### src/rtl/rtmr_pkg.sv
package rtmr_pkg;
   localparam int CTL_EN   = 0;
   localparam int CTL_MODE = 1;
   localparam int CTL_IEN  = 2;
   localparam int CTL_FLAG = 3;
   localparam int CTL_BITS = 4;

   typedef struct packed {
      logic flag;
      logic ien;
      logic mode;
      logic en;
   } ctl_t;
endpackage

### src/rtl/rtmr_regfile.sv
module rtmr_regfile
   import rtmr_pkg::*;
#(
   parameter int CNT_W      = 16,
   parameter int ADDR_W     = 2,
   parameter int CTRL_ADDR  = 0,
   parameter int ALIAS_ADDR = 1,
   localparam int BE_W      = CNT_W / 8
) (
   input  logic              clk,
   input  logic              rst_n,
   input  logic              wr_i,
   input  logic [ADDR_W-1:0] addr_i,
   input  logic [BE_W-1:0]   be_i,
   input  logic [CNT_W-1:0]  wdata_i,
   input  logic              uf_i,
   output logic [CNT_W-1:0]  reload_o,
   output logic              reload_we_o,
   output ctl_t              ctl_o
);
   localparam logic [ADDR_W-1:0] A_CTL = ADDR_W'(CTRL_ADDR);
   localparam logic [ADDR_W-1:0] A_ALS = ADDR_W'(ALIAS_ADDR);

   logic             ctl_we;
   logic             alias_hit;
   logic [CNT_W-1:0] reload_q;
   ctl_t             ctl_q;

   assign alias_hit   = wr_i && (addr_i == A_ALS);
   assign reload_we_o = alias_hit && (&be_i);
   assign ctl_we      = wr_i && (addr_i == A_CTL) && be_i[0];

   // reload holder: no reset, contents undefined until first full write
   always_ff @(posedge clk) begin
      if (reload_we_o) reload_q <= wdata_i;
   end

   always_ff @(posedge clk or negedge rst_n) begin
      if (!rst_n) begin
         ctl_q <= '0;
      end else begin
         if (ctl_we) begin
            ctl_q.en   <= wdata_i[CTL_EN];
            ctl_q.mode <= wdata_i[CTL_MODE];
            ctl_q.ien  <= wdata_i[CTL_IEN];
         end
         if (uf_i)
            ctl_q.flag <= 1'b1;
         else if (ctl_we && !wdata_i[CTL_FLAG])
            ctl_q.flag <= 1'b0;
      end
   end

   assign reload_o = reload_q;
   assign ctl_o    = ctl_q;

   a_r3_partial_write_dropped: assert property (@(posedge clk) disable iff (!rst_n)
      (alias_hit && !(&be_i)) |=> $stable(reload_o));
   a_r7_underflow_sets_flag: assert property (@(posedge clk) disable iff (!rst_n)
      uf_i |=> ctl_o.flag);
   a_r9_flag_sticky: assert property (@(posedge clk) disable iff (!rst_n)
      (ctl_o.flag && !(ctl_we && !wdata_i[CTL_FLAG])) |=> ctl_o.flag);
endmodule

### src/rtl/rtmr_downcnt.sv
module rtmr_downcnt #(
   parameter int CNT_W = 16
) (
   input  logic             clk,
   input  logic             rst_n,
   input  logic             en_i,
   input  logic             reload_mode_i,
   input  logic             trig_i,
   input  logic             tick_i,
   input  logic [CNT_W-1:0] reload_i,
   output logic [CNT_W-1:0] cnt_o,
   output logic             uf_o
);
   logic [CNT_W-1:0] cnt_q;
   logic             act_q;
   logic             go_trig;
   logic             go_tick;
   logic             at_zero;

   assign go_trig = en_i && trig_i;
   assign go_tick = en_i && act_q && tick_i && !go_trig;
   assign at_zero = (cnt_q == '0);
   assign uf_o    = go_tick && at_zero;

   always_ff @(posedge clk or negedge rst_n) begin
      if (!rst_n) begin
         cnt_q <= '0;
         act_q <= 1'b0;
      end else if (go_trig) begin
         cnt_q <= reload_i;
         act_q <= 1'b1;
      end else if (go_tick) begin
         if (!at_zero)
            cnt_q <= cnt_q - 1'b1;
         else if (reload_mode_i)
            cnt_q <= reload_i;
         else
            act_q <= 1'b0;
      end
   end

   assign cnt_o = cnt_q;

   a_r4_trigger_loads: assert property (@(posedge clk) disable iff (!rst_n)
      (en_i && trig_i) |=> (cnt_o == $past(reload_i)));
   a_r5_disabled_holds: assert property (@(posedge clk) disable iff (!rst_n)
      !en_i |=> $stable(cnt_o));
   a_r6_single_step: assert property (@(posedge clk) disable iff (!rst_n)
      (en_i && act_q && tick_i && !trig_i && cnt_o != '0) |=> (cnt_o == $past(cnt_o) - 1'b1));
   a_r8_oneshot_parks: assert property (@(posedge clk) disable iff (!rst_n)
      (uf_o && !reload_mode_i) |=> (cnt_o == '0));
endmodule

### src/rtl/rtmr_rdport.sv
module rtmr_rdport
   import rtmr_pkg::*;
#(
   parameter int CNT_W      = 16,
   parameter int ADDR_W     = 2,
   parameter int CTRL_ADDR  = 0,
   parameter int ALIAS_ADDR = 1,
   parameter int READ_LAT   = 1
) (
   input  logic              clk,
   input  logic              rst_n,
   input  logic              rd_i,
   input  logic [ADDR_W-1:0] addr_i,
   input  logic [CNT_W-1:0]  cnt_i,
   input  ctl_t              ctl_i,
   output logic [CNT_W-1:0]  rdata_o
);
   localparam logic [ADDR_W-1:0] A_CTL = ADDR_W'(CTRL_ADDR);
   localparam logic [ADDR_W-1:0] A_ALS = ADDR_W'(ALIAS_ADDR);

   logic [CNT_W-1:0] sel_val;

   always_comb begin
      if (addr_i == A_ALS)
         sel_val = cnt_i;
      else if (addr_i == A_CTL)
         sel_val = {{(CNT_W-CTL_BITS){1'b0}}, ctl_i};
      else
         sel_val = '0;
   end

   generate
      if (READ_LAT == 0) begin : g_comb
         assign rdata_o = rd_i ? sel_val : '0;
      end else begin : g_reg
         logic [CNT_W-1:0] rd_q;
         always_ff @(posedge clk or negedge rst_n) begin
            if (!rst_n)    rd_q <= '0;
            else if (rd_i) rd_q <= sel_val;
         end
         assign rdata_o = rd_q;
      end
   endgenerate
endmodule

### src/rtl/alias_reload_timer.sv
module alias_reload_timer
   import rtmr_pkg::*;
#(
   parameter int CNT_W      = 16,
   parameter int ADDR_W     = 2,
   parameter int CTRL_ADDR  = 0,
   parameter int ALIAS_ADDR = 1,
   parameter int READ_LAT   = 1,
   localparam int BE_W      = CNT_W / 8
) (
   input  logic              clk,
   input  logic              rst_n,
   input  logic              bus_sel,
   input  logic              bus_wr,
   input  logic [ADDR_W-1:0] bus_addr,
   input  logic [BE_W-1:0]   bus_be,
   input  logic [CNT_W-1:0]  bus_wdata,
   output logic [CNT_W-1:0]  bus_rdata,
   input  logic              start_trig,
   input  logic              count_tick,
   output logic              irq
);
   generate
      if (CNT_W < 8 || (CNT_W % 8) != 0) begin : g_bad_width
         $error("CNT_W must be a non-zero multiple of 8");
      end
      if (CTRL_ADDR == ALIAS_ADDR) begin : g_bad_map
         $error("control and shared address must differ");
      end
      if (CTRL_ADDR >= (1 << ADDR_W) || ALIAS_ADDR >= (1 << ADDR_W)) begin : g_bad_addr
         $error("address does not fit ADDR_W");
      end
      if (READ_LAT != 0 && READ_LAT != 1) begin : g_bad_lat
         $error("READ_LAT must be 0 or 1");
      end
   endgenerate

   logic             wr_cyc;
   logic             rd_cyc;
   logic [CNT_W-1:0] reload_val;
   logic             reload_we;
   logic [CNT_W-1:0] cnt_val;
   logic             uf;
   ctl_t             ctl;

   assign wr_cyc = bus_sel && bus_wr;
   assign rd_cyc = bus_sel && !bus_wr;

   rtmr_regfile #(
      .CNT_W(CNT_W), .ADDR_W(ADDR_W), .CTRL_ADDR(CTRL_ADDR), .ALIAS_ADDR(ALIAS_ADDR)
   ) u_regs (
      .clk(clk), .rst_n(rst_n), .wr_i(wr_cyc), .addr_i(bus_addr), .be_i(bus_be),
      .wdata_i(bus_wdata), .uf_i(uf), .reload_o(reload_val), .reload_we_o(reload_we),
      .ctl_o(ctl)
   );

   rtmr_downcnt #(.CNT_W(CNT_W)) u_cnt (
      .clk(clk), .rst_n(rst_n), .en_i(ctl.en), .reload_mode_i(ctl.mode),
      .trig_i(start_trig), .tick_i(count_tick), .reload_i(reload_val),
      .cnt_o(cnt_val), .uf_o(uf)
   );

   rtmr_rdport #(
      .CNT_W(CNT_W), .ADDR_W(ADDR_W), .CTRL_ADDR(CTRL_ADDR), .ALIAS_ADDR(ALIAS_ADDR),
      .READ_LAT(READ_LAT)
   ) u_rd (
      .clk(clk), .rst_n(rst_n), .rd_i(rd_cyc), .addr_i(bus_addr), .cnt_i(cnt_val),
      .ctl_i(ctl), .rdata_o(bus_rdata)
   );

   assign irq = ctl.flag && ctl.ien;

   a_r1_alias_write_keeps_count: assert property (@(posedge clk) disable iff (!rst_n)
      (reload_we && !start_trig && !count_tick) |=> $stable(cnt_val));
   a_r12_irq_low_without_flag: assert property (@(posedge clk) disable iff (!rst_n)
      (!ctl.flag && !uf) |=> !irq);
endmodule

### config.mk
export PLATFORM = sky130hd
export DESIGN_NAME = alias_reload_timer
export DESIGN_NICKNAME = d
export VERILOG_FILES = /design/src/rtl/rtmr_pkg.sv /design/src/rtl/rtmr_regfile.sv /design/src/rtl/rtmr_downcnt.sv /design/src/rtl/rtmr_rdport.sv /design/src/rtl/alias_reload_timer.sv
export SDC_FILE = /design/constraint.sdc
export NUM_CORES = 1
export LEC_CHECK = 0
export BUFFER_PORTS_ARGS = -buffer_cell sky130_fd_sc_hd__buf_2
export CAP_MARGIN = 20
export CORE_MARGIN = 5
export CORE_UTILIZATION = 43
export CTS_CLUSTER_SIZE = 8
export DETAILED_ROUTE_END_ITERATION = 7
export PLACE_DENSITY = 0.66
export SYNTH_ARGS = -nofsm -noshare
export SYNTH_HDL_FRONTEND = slang
export SYNTH_SLANG_ARGS = --single-unit
### constraint.sdc
create_clock -name clk -period 4 [get_ports clk]
set_input_delay 0.8 -clock clk [delete_from_list [all_inputs] [get_ports clk]]
set_output_delay 0.8 -clock clk [all_outputs]
set_load 0.03 [all_outputs]
After elaboration in Yosys (flattened, before gate mapping)
Cells that the tools add are included.
{ "classes": {"addsub": 1, "eq_ne": 3, "mux": 12, "reduce_logical": 24} }
{ "op_table": {"columns": ["operator", "count"], "rows": [
  ["16-bit 2-to-1 mux", 5],
  ["16-bit logical NOT", 1],
  ["16-bit by 1-bit subtractor with 16-bit output, second input constant", 1],
  ["1-bit logical AND", 13],
  ["1-bit 2-to-1 mux", 6],
  ["2-bit nonzero test", 3],
  ["4-bit 2-to-1 mux", 1],
  ["2-bit AND reduction", 2],
  ["1-bit logical NOT", 3],
  ["3-bit by 2-bit != test with 1-bit output, second input constant", 1],
  ["3-bit AND reduction", 1],
  ["2-bit by 1-bit equality test with 1-bit output, second input constant", 1],
  ["2-bit logical NOT", 1],
  ["2-bit by 1-bit != test with 1-bit output, second input constant", 1]
]} }
{ "totals": {"reg_bits": 53, "input_bits": 26, "output_inout_bits": 17} }

Longest topological paths before layout
Gate-level depths: netlist of the first run.
{ "depth": {"depth_word": 6, "mapped_depth": 8} }

By module
A second synthesis of the first run with hierarchy kept.
{ "unflattened": {"cells_unflattened": 239, "hier_area_um2": 2736.4} }
{ "modules_own_cells": {"columns": ["module", "n_inst", "cells_per_inst", "area_per_inst_um2", "seq_area_each_um2"], "rows": [
  ["rtmr_downcnt", 1, 135, 1258.7, 425.4],
  ["rtmr_rdport", 1, 71, 785.8, 400.4],
  ["rtmr_regfile", 1, 30, 669.4, 580.6],
  ["alias_reload_timer", 1, 3, 22.5, 0.0]
]} }

Worst setup path before layout of the first run
OpenSTA, ideal clock, no wires.
{ "synth_path": {"path_kind": "input-to-reg", "start": "input start_trig", "end": "register u_cnt.cnt_q[12], in the netlist u_cnt.cnt_o[12]", "setup_time_ps": 131, "arrival_ps": 2280, "t_required_ps": 3869, "path_slack_ps": 1589, "stages": 6, "path_buffers": 2, "path_cell_list": "and2_1 -> buf_1 -> a21oi_1 -> clkbuf_1 -> mux2i_1 -> a22oi_1"} }
{ "synth_between": {"elab_chain_cells": 5} }
{ "synth_rtl": {"columns": ["item", "line_no", "source"], "rows": [
  ["start: declaration", "alias_reload_timer.sv:19", "input logic start_trig,"],
  ["1-bit logical AND (*)", "rtmr_downcnt.sv:20", "assign go_trig = en_i && trig_i;"],
  ["1-bit logical NOT", "rtmr_downcnt.sv:21", "assign go_tick = en_i && act_q && tick_i && !go_trig;"],
  ["1-bit logical AND", "rtmr_downcnt.sv:21", null],
  ["2-bit nonzero test (no line)", null, null],
  ["2-bit AND reduction (no line)", null, null],
  ["end signal: assignment", "rtmr_downcnt.sv:30", "cnt_q <= reload_i;"],
  ["end signal: assignment", "rtmr_downcnt.sv:34", "cnt_q <= cnt_q - 1'b1;"],
  ["end signal: assignment", "rtmr_downcnt.sv:36", "cnt_q <= reload_i;"],
  ["end: declaration", "rtmr_downcnt.sv:14", "logic [CNT_W-1:0] cnt_q;"]
]} }
Every way passes the cells marked *; elsewhere a longest branch is shown, timed or not.
A chain may end at the register's enable or synchronous reset.

Worst setup path in the final report of the first run
{ "layout_path": {"start": "register u_cnt.cnt_q[6], in the netlist u_cnt.cnt_o[6]", "end": "register u_cnt.cnt_q[6], in the netlist u_cnt.cnt_o[6]"} }
{ "layout_between": {"elab_chain_cells": 4} }
{ "layout_rtl": {"columns": ["item", "line_no", "source"], "rows": [
  ["16-bit by 1-bit subtractor with 16-bit output or 16-bit logical NOT (tied branches)", "rtmr_downcnt.sv:34, rtmr_downcnt.sv:22", null],
  ["16-bit 2-to-1 mux", "rtmr_downcnt.sv:33", "if (!at_zero)"],
  ["16-bit 2-to-1 mux", "rtmr_downcnt.sv:32", "end else if (go_tick) begin"],
  ["16-bit 2-to-1 mux", "rtmr_downcnt.sv:29", "end else if (go_trig) begin"]
]} }
Several ways; a longest one is shown, not always the timed one. The select of a mux whose other input is x is not followed.

==> results of run 1 <==
-- cell families (layout without fill, tap and decap cells) --
kind of cell	count (synthesis)	count (layout)	synth area share, %
AO/OA/AOI/OAI	62	62	18.2
adder cells (fa/ha/maj)	2	2	1.00
flip-flops	53	53	56.4
buffers and inverters	20	60	3.51
multiplexers	17	17	7.18
AND/OR/NAND/NOR	66	66	13.7
-- layout by cell type, fill, tap and decap left out, drive strengths merged, types with 2 or more instances in the layout --
cell	count
nand3	5
nand2b	2
o22a	4
o2bb2ai	3
mux2	7
nor3b	2
o211ai	2
nor3	9
buf	45
nand2	19
and2	2
nor2	8
inv	7
ha	2
a21oi	8
nor4	6
nand4	2
a22o	12
edfxtp	16
dfrtp	37
mux2i	10
or3	5
o31ai	2
o21ai	18
clkbuf	8
a22oi	7
-- area by class of cell --
type | count | area (µm²) | area share, %
Clock buffer | 8 | 90.1 | 3.17
Multi-Input combinational cell | 147 | 1000 | 35.1
Timing Repair Buffer | 45 | 233 | 8.18
Inverter | 7 | 26.3 | 0.923
Sequential cell | 53 | 1410 | 49.4
Tap cell | 72 | 90.1 | 3.17
-- state kept, by name, indices dropped and copies added (netlist names) --
name,cells
u_regs.reload_o,16
u_cnt.cnt_o,16
u_rd.rdata_o,16
u_regs.ctl_o,4
u_cnt.act_q,1
-- metal layers --
metal  global-route usage, %  up-vias
met2                    23.9       68
met3                    3.17        5
met5                       0        -
met1                    22.6      883
met4                    5.32        0
li1                        -      914
-- worst max path at each step --
stage,to,depth (start not counted)
floorplan,u_cnt.cnt_o[12]$_DFFE_PN0P_,6
global placement,u_cnt.cnt_o[6]$_DFFE_PN0P_,5
detailed placement,u_cnt.cnt_o[6]$_DFFE_PN0P_,5
CTS,u_cnt.cnt_o[6]$_DFFE_PN0P_,5
global route,u_cnt.cnt_o[4]$_DFFE_PN0P_,5
finish,u_cnt.cnt_o[6]$_DFFE_PN0P_,5
-- worst max-delay path, stage by stage (launching register included) --
cell      delay, ns
dfrtp_1        0.46
or3_1          0.49
or4_4          0.59
o41ai_4        0.84
a21oi_1        0.06
o2bb2a_2       0.29
-- power by group through the flow --
stage / Sequential, mW / Clock, mW / Combinational, mW
2_1_floorplan: 0.827 / 0 / 0.309
3_5_place_dp: 0.837 / 0 / 0.448
6_report: 0.830 / 0.308 / 0.449
5_1_grt: 0.851 / 0.341 / 0.501
3_3_place_gp: 0.831 / 0 / 0.442
4_1_cts: 0.825 / 0.319 / 0.449
-- stage by stage --
| stage | hold WS, ns | total power [mW] | cell area, µm² |
|---|---|---|---|
| after detailed placement | 0.473 | 1.28 | 2760 |
| after CTS | 0.493 | 1.59 | 2850 |
| after floorplan | 0.467 | 1.14 | 2490 |
| after global placement | 0.463 | 1.27 | 2760 |
| final | 0.485 | 1.59 | 2850 |
| after global routing | 0.527 | 1.69 | 2850 |
==> impl_metrics.json, run 1 <==
{
  "max-clock-path-buffers": 2,
  "fillCellCount": 501,
  "place_worst_setup_slack_ns": 1.20,
  "cts.hold.buffers_added": 0,
  "track_usage_pct": 15.8,
  "slew_headroom_pct": 38.3,
  "instances_no_fill": 332,
  "gp_congestion": 0.902,
  "synth_common_cells": "37 x dfrtp_1, 19 x nand2_1, 16 x edfxtp_1",
  "worstSkewPairLatency_ns": 0.30,
  "cts_resized": 0,
  "dp.cells": 324,
  "async_reset_ff_share_pct": 69.8,
  "postCtsSetupBuffers": 0,
  "ys_warn_count": 0,
  "start_util_pct": 44.7,
  "tightest_slew_ns": 0.922,
  "cts_max_level": 2,
  "std_cell_rows": 27,
  "worstPathMaxFanout": 18,
  "cap_viol_max_count": 0,
  "yosysSeqAreaShare_pct": 56.4,
  "peakVddDrop_v": 0.000202,
  "start_kind": "register",
  "drt_iter0_drc": 176,
  "cp.required_ns": 4.20,
  "hold_start": "u_rd.rdata_o[0]$_DFFE_PN0P_",
  "leakagePower_nw": 1.21,
  "num_io_pins": 43,
  "rr_endpoint": "u_cnt.cnt_o[6]$_DFFE_PN0P_",
  "cts_sinks": 53,
  "cts_buffers": 5,
  "timing_hold_violations_final": 0,
  "grt_pass1_wl_mm": 9.18,
  "dp_hpwl_mm": 4.02,
  "postLayoutCoreUtil_pct": 51.0,
  "clockPowerShare_pct": 19.4,
  "synthCells": 220,
  "synth_top_cell_by_area": "dfrtp_1",
  "diodes": 0,
  "antenna_found_initial": 0,
  "startpoint": "u_cnt.cnt_o[6]$_DFFE_PN0P_",
  "final_layout_size_suffix_gt1_share_pct": 23.8,
  "r2r_slack_ns": 1.18,
  "p_int_mw": 0.993,
  "setup_viol": 0,
  "routedWlPerCell_um": 16.5,
  "path_clk_slew_ns": 0.09,
  "syn_nets": 248,
  "area_growth_pct": 14.1,
  "grt_overflow": 0,
  "synthMostInstantiatedCell": "dfrtp_1",
  "worstHoldPathCells": 2,
  "synth_edf_count": 16,
  "detail-route-antenna-nets": 0,
  "synth.ff_latch_count": 53,
  "avgSynthCellArea_um2": 11.3,
  "synth.distinct_cells": 41,
  "powerDensity_nw_per_um2": 558,
  "synth_top_area_share_pct": 37.1,
  "rsz0062_at_grt": "false",
  "p_comb_share_pct": 28.3,
  "num_vias": 1870,
  "cts_tree": "built",
  "worst_setup_path_end_kind": "register",
  "wl_met2_mm": 2.42,
  "die_w_um": 86.2,
  "fin_ws_ns": 1.18,
  "syn_area_um2": 2490,
  "min_path_type": "register to register",
  "swShare_pct": 37.4,
  "wl_met3_um": 410,
  "totalWireLength_mm": 5.47,
  "power.switching_mw": 0.593,
  "maxUsedRoutingLayer": "met4",
  "grt_pass1_vias": 1842,
  "setup-tns-final_ns": 0,
  "via_per_inst": 5.63,
  "critPathKind": "register to register",
  "route.detailed.drc": 0,
  "arrival_ns": 3.02,
  "r2r_start": "u_cnt.cnt_o[6]$_DFFE_PN0P_",
  "pwr-share-seq_pct": 52.3,
  "fin_nets": 287,
  "max_freq_mhz": 354,
  "wl_met1_mm": 2.57,
  "finalCritPeriodShare_pct": 70.6,
  "root_buffer": "clkbuf_8",
  "dr.pass1.iters": 4,
  "hold-path-endpoint": "u_rd.rdata_o[0]$_DFFE_PN0P_",
  "core_area_um2": 5570,
  "port_buffers": 42,
  "grt_max_degree": 38,
  "die_area_um2": 7420,
  "slew_viol_final": 0,
  "fin_crit_ns": 2.82,
  "ys.flop_type": "dfrtp_1",
  "finClkSkew_ns": 0.00388,
  "die_h_um": 86.2,
  "run_status": "finished clean",
  "ys_top_cells_by_area": "dfrtp_1 37%, edfxtp_1 19%, a22o_1 4.2%",
  "worstRegToRegCells": 5
}
Note: power is estimated with default switching activity, not from simulation.
==> inputs of run 2 (changes only) <==
PLACE_DENSITY = 0.68   (was 0.66)
clock period = 2.3 ns   (was 4 ns; I/O delays follow)
==> impl_metrics.json, run 2 (synthesis results as in run 1) <==
{
  "leakagePower_nw": 1.42,
  "final_cell_mix": "42 x buf_2, 37 x dfrtp_1, 30 x buf_4, 19 x nand2_1, 16 x edfxtp_1",
  "finClkSkew_ns": 0.00647,
  "antenna_found_initial": 0,
  "cts_sinks": 53,
  "final_common_cell": "buf_2",
  "timing.hold.ws_ns": 0.243,
  "via_per_inst": 5.51,
  "core_area_um2": 5570,
  "grt_max_degree": 38,
  "worstSkewPairLatency_ns": 0.30,
  "timing_hold_violations_final": 0,
  "num_io_pins": 43,
  "cts_tree": "built",
  "peakVddDrop_v": 0.000440,
  "max-clock-path-buffers": 2,
  "run_status": "finished clean",
  "drt_iter0_drc": 191,
  "arrival_ns": 2.49,
  "grt_pass1_wl_mm": 9.84,
  "final_layout_size_suffix_gt1_share_pct": 35.3,
  "dp.cells": 347,
  "setup_viol": 0,
  "start_util_pct": 44.7,
  "worst_setup_path_end_kind": "register",
  "powerDensity_nw_per_um2": 1010,
  "max_freq_mhz": 442,
  "cp.required_ns": 2.53,
  "die_h_um": 86.2,
  "dr.pass1.iters": 4,
  "area_growth_pct": 29.6,
  "routedWlPerCell_um": 17.1,
  "grt_pass1_vias": 1929,
  "std_cell_rows": 27,
  "worstPathMaxFanout": 7,
  "dp_hpwl_mm": 4.40,
  "rsz0062_at_grt": "true",
  "die_w_um": 86.2,
  "detail-route-antenna-nets": 0,
  "cts_buffers": 5,
  "start_kind": "register",
  "slew_viol_final": 0,
  "fillCellCount": 471,
  "grt_overflow": 0,
  "port_buffers": 42,
  "fin_nets": 322,
  "path_clk_slew_ns": 0.09,
  "tightest_slew_ns": 0.832,
  "finalCritPeriodShare_pct": 98.3,
  "totalWireLength_mm": 6.29,
  "instances_no_fill": 367,
  "slew_headroom_pct": 44.5,
  "cts_max_level": 2,
  "gp_congestion": 0.874,
  "num_vias": 2023,
  "fin_area_um2": 3230,
  "min_path_type": "primary input to asynchronous set/reset pin",
  "die_area_um2": 7420,
  "setup-tns-final_ns": 0,
  "diodes": 0,
  "track_usage_pct": 17.2,
  "total_power_mw": 3.26,
  "cap_viol_max_count": 0,
  "route.detailed.drc": 0,
  "critPathKind": "register to register",
  "fin_crit_ns": 2.26,
  "post_dp_cell_area_um2": 2950,
  "root_buffer": "clkbuf_8"
}
[run 2: stage by stage]
step / setup WS [ns] / util (%)
2_1_floorplan: -0.000357 / -
3_3_place_gp: 0.0526 / 53.0
3_5_place_dp: -0.0696 / 53.0
4_1_cts: 0.0110 / 56.5
5_1_grt: -0.00920 / 58.0
6_report: 0.0384 / 58.0
[run 2: cell type report]
cell class / count / area, µm² / share of cell area, %
clock buffers: 7 / 86.3 / 2.67
clock inverters: 1 / 30.0 / 0.930
inverters: 7 / 26.3 / 0.813
multi-input cells: 147 / 1040 / 32.2
flip-flops and latches: 53 / 1410 / 43.5
well taps: 72 / 90.1 / 2.79
repair buffers: 80 / 552 / 17.1
[run 2: power breakdown]
part           switching [mW]  internal [mW]
sequential              0.169           1.17
combinational           0.686          0.589
clock                   0.290          0.355
total                    1.15           2.11
[run 2: worst paths after layout]
kind	start	end	slack, ns	cells past startpoint
max	u_cnt.cnt_o[7]$_DFFE_PN0P_	u_cnt.cnt_o[4]$_DFFE_PN0P_	0.04	8
min	rst_n	u_regs.ctl_o[1]$_DFFE_PN0P_	0.24	1
max reg2reg	u_cnt.cnt_o[7]$_DFFE_PN0P_	u_cnt.cnt_o[4]$_DFFE_PN0P_	0.04	8
min reg2reg	u_rd.rdata_o[0]$_DFFE_PN0P_	u_rd.rdata_o[0]$_DFFE_PN0P_	0.48	2
max in group asynchronous	rst_n	u_cnt.cnt_o[9]$_DFFE_PN0P_	1.52	1
min in group clk	bus_wdata[12]	u_regs.reload_o[12]$_DFFE_PP_	0.33	1
[run 2: critical path, stage by stage (launching register included)]
cell	delay, ns
dfrtp_1	0.39
or3_4	0.40
or4_4	0.57
buf_6	0.15
o21ai_4	0.13
buf_6	0.15
buf_6	0.14
a22oi_1	0.10
o2bb2ai_1	0.17
[run 2: routing by layer]
| layer | share of wire, % | global-route usage, % | vias to the layer above |
|---|---|---|---|
| met5 | 0 | 0 | - |
| met3 | 7.6 | 3.46 | 10 |
| li1 | - | - | 982 |
| met1 | 44 | 23.3 | 954 |
| met2 | 47 | 28.2 | 77 |
| met4 | 1.6 | 4.46 | 0 |
[run 2: repair_timing]
| item | CTS | global route |
|---|---|---|
| pin swaps | 2 | 9 |
| endpoints found under the setup margin | 7 | 16 |
| resized for setup | 6 | 10 |
| setup buffers | 6 | 6 |
| hold buffers | 0 | 0 |
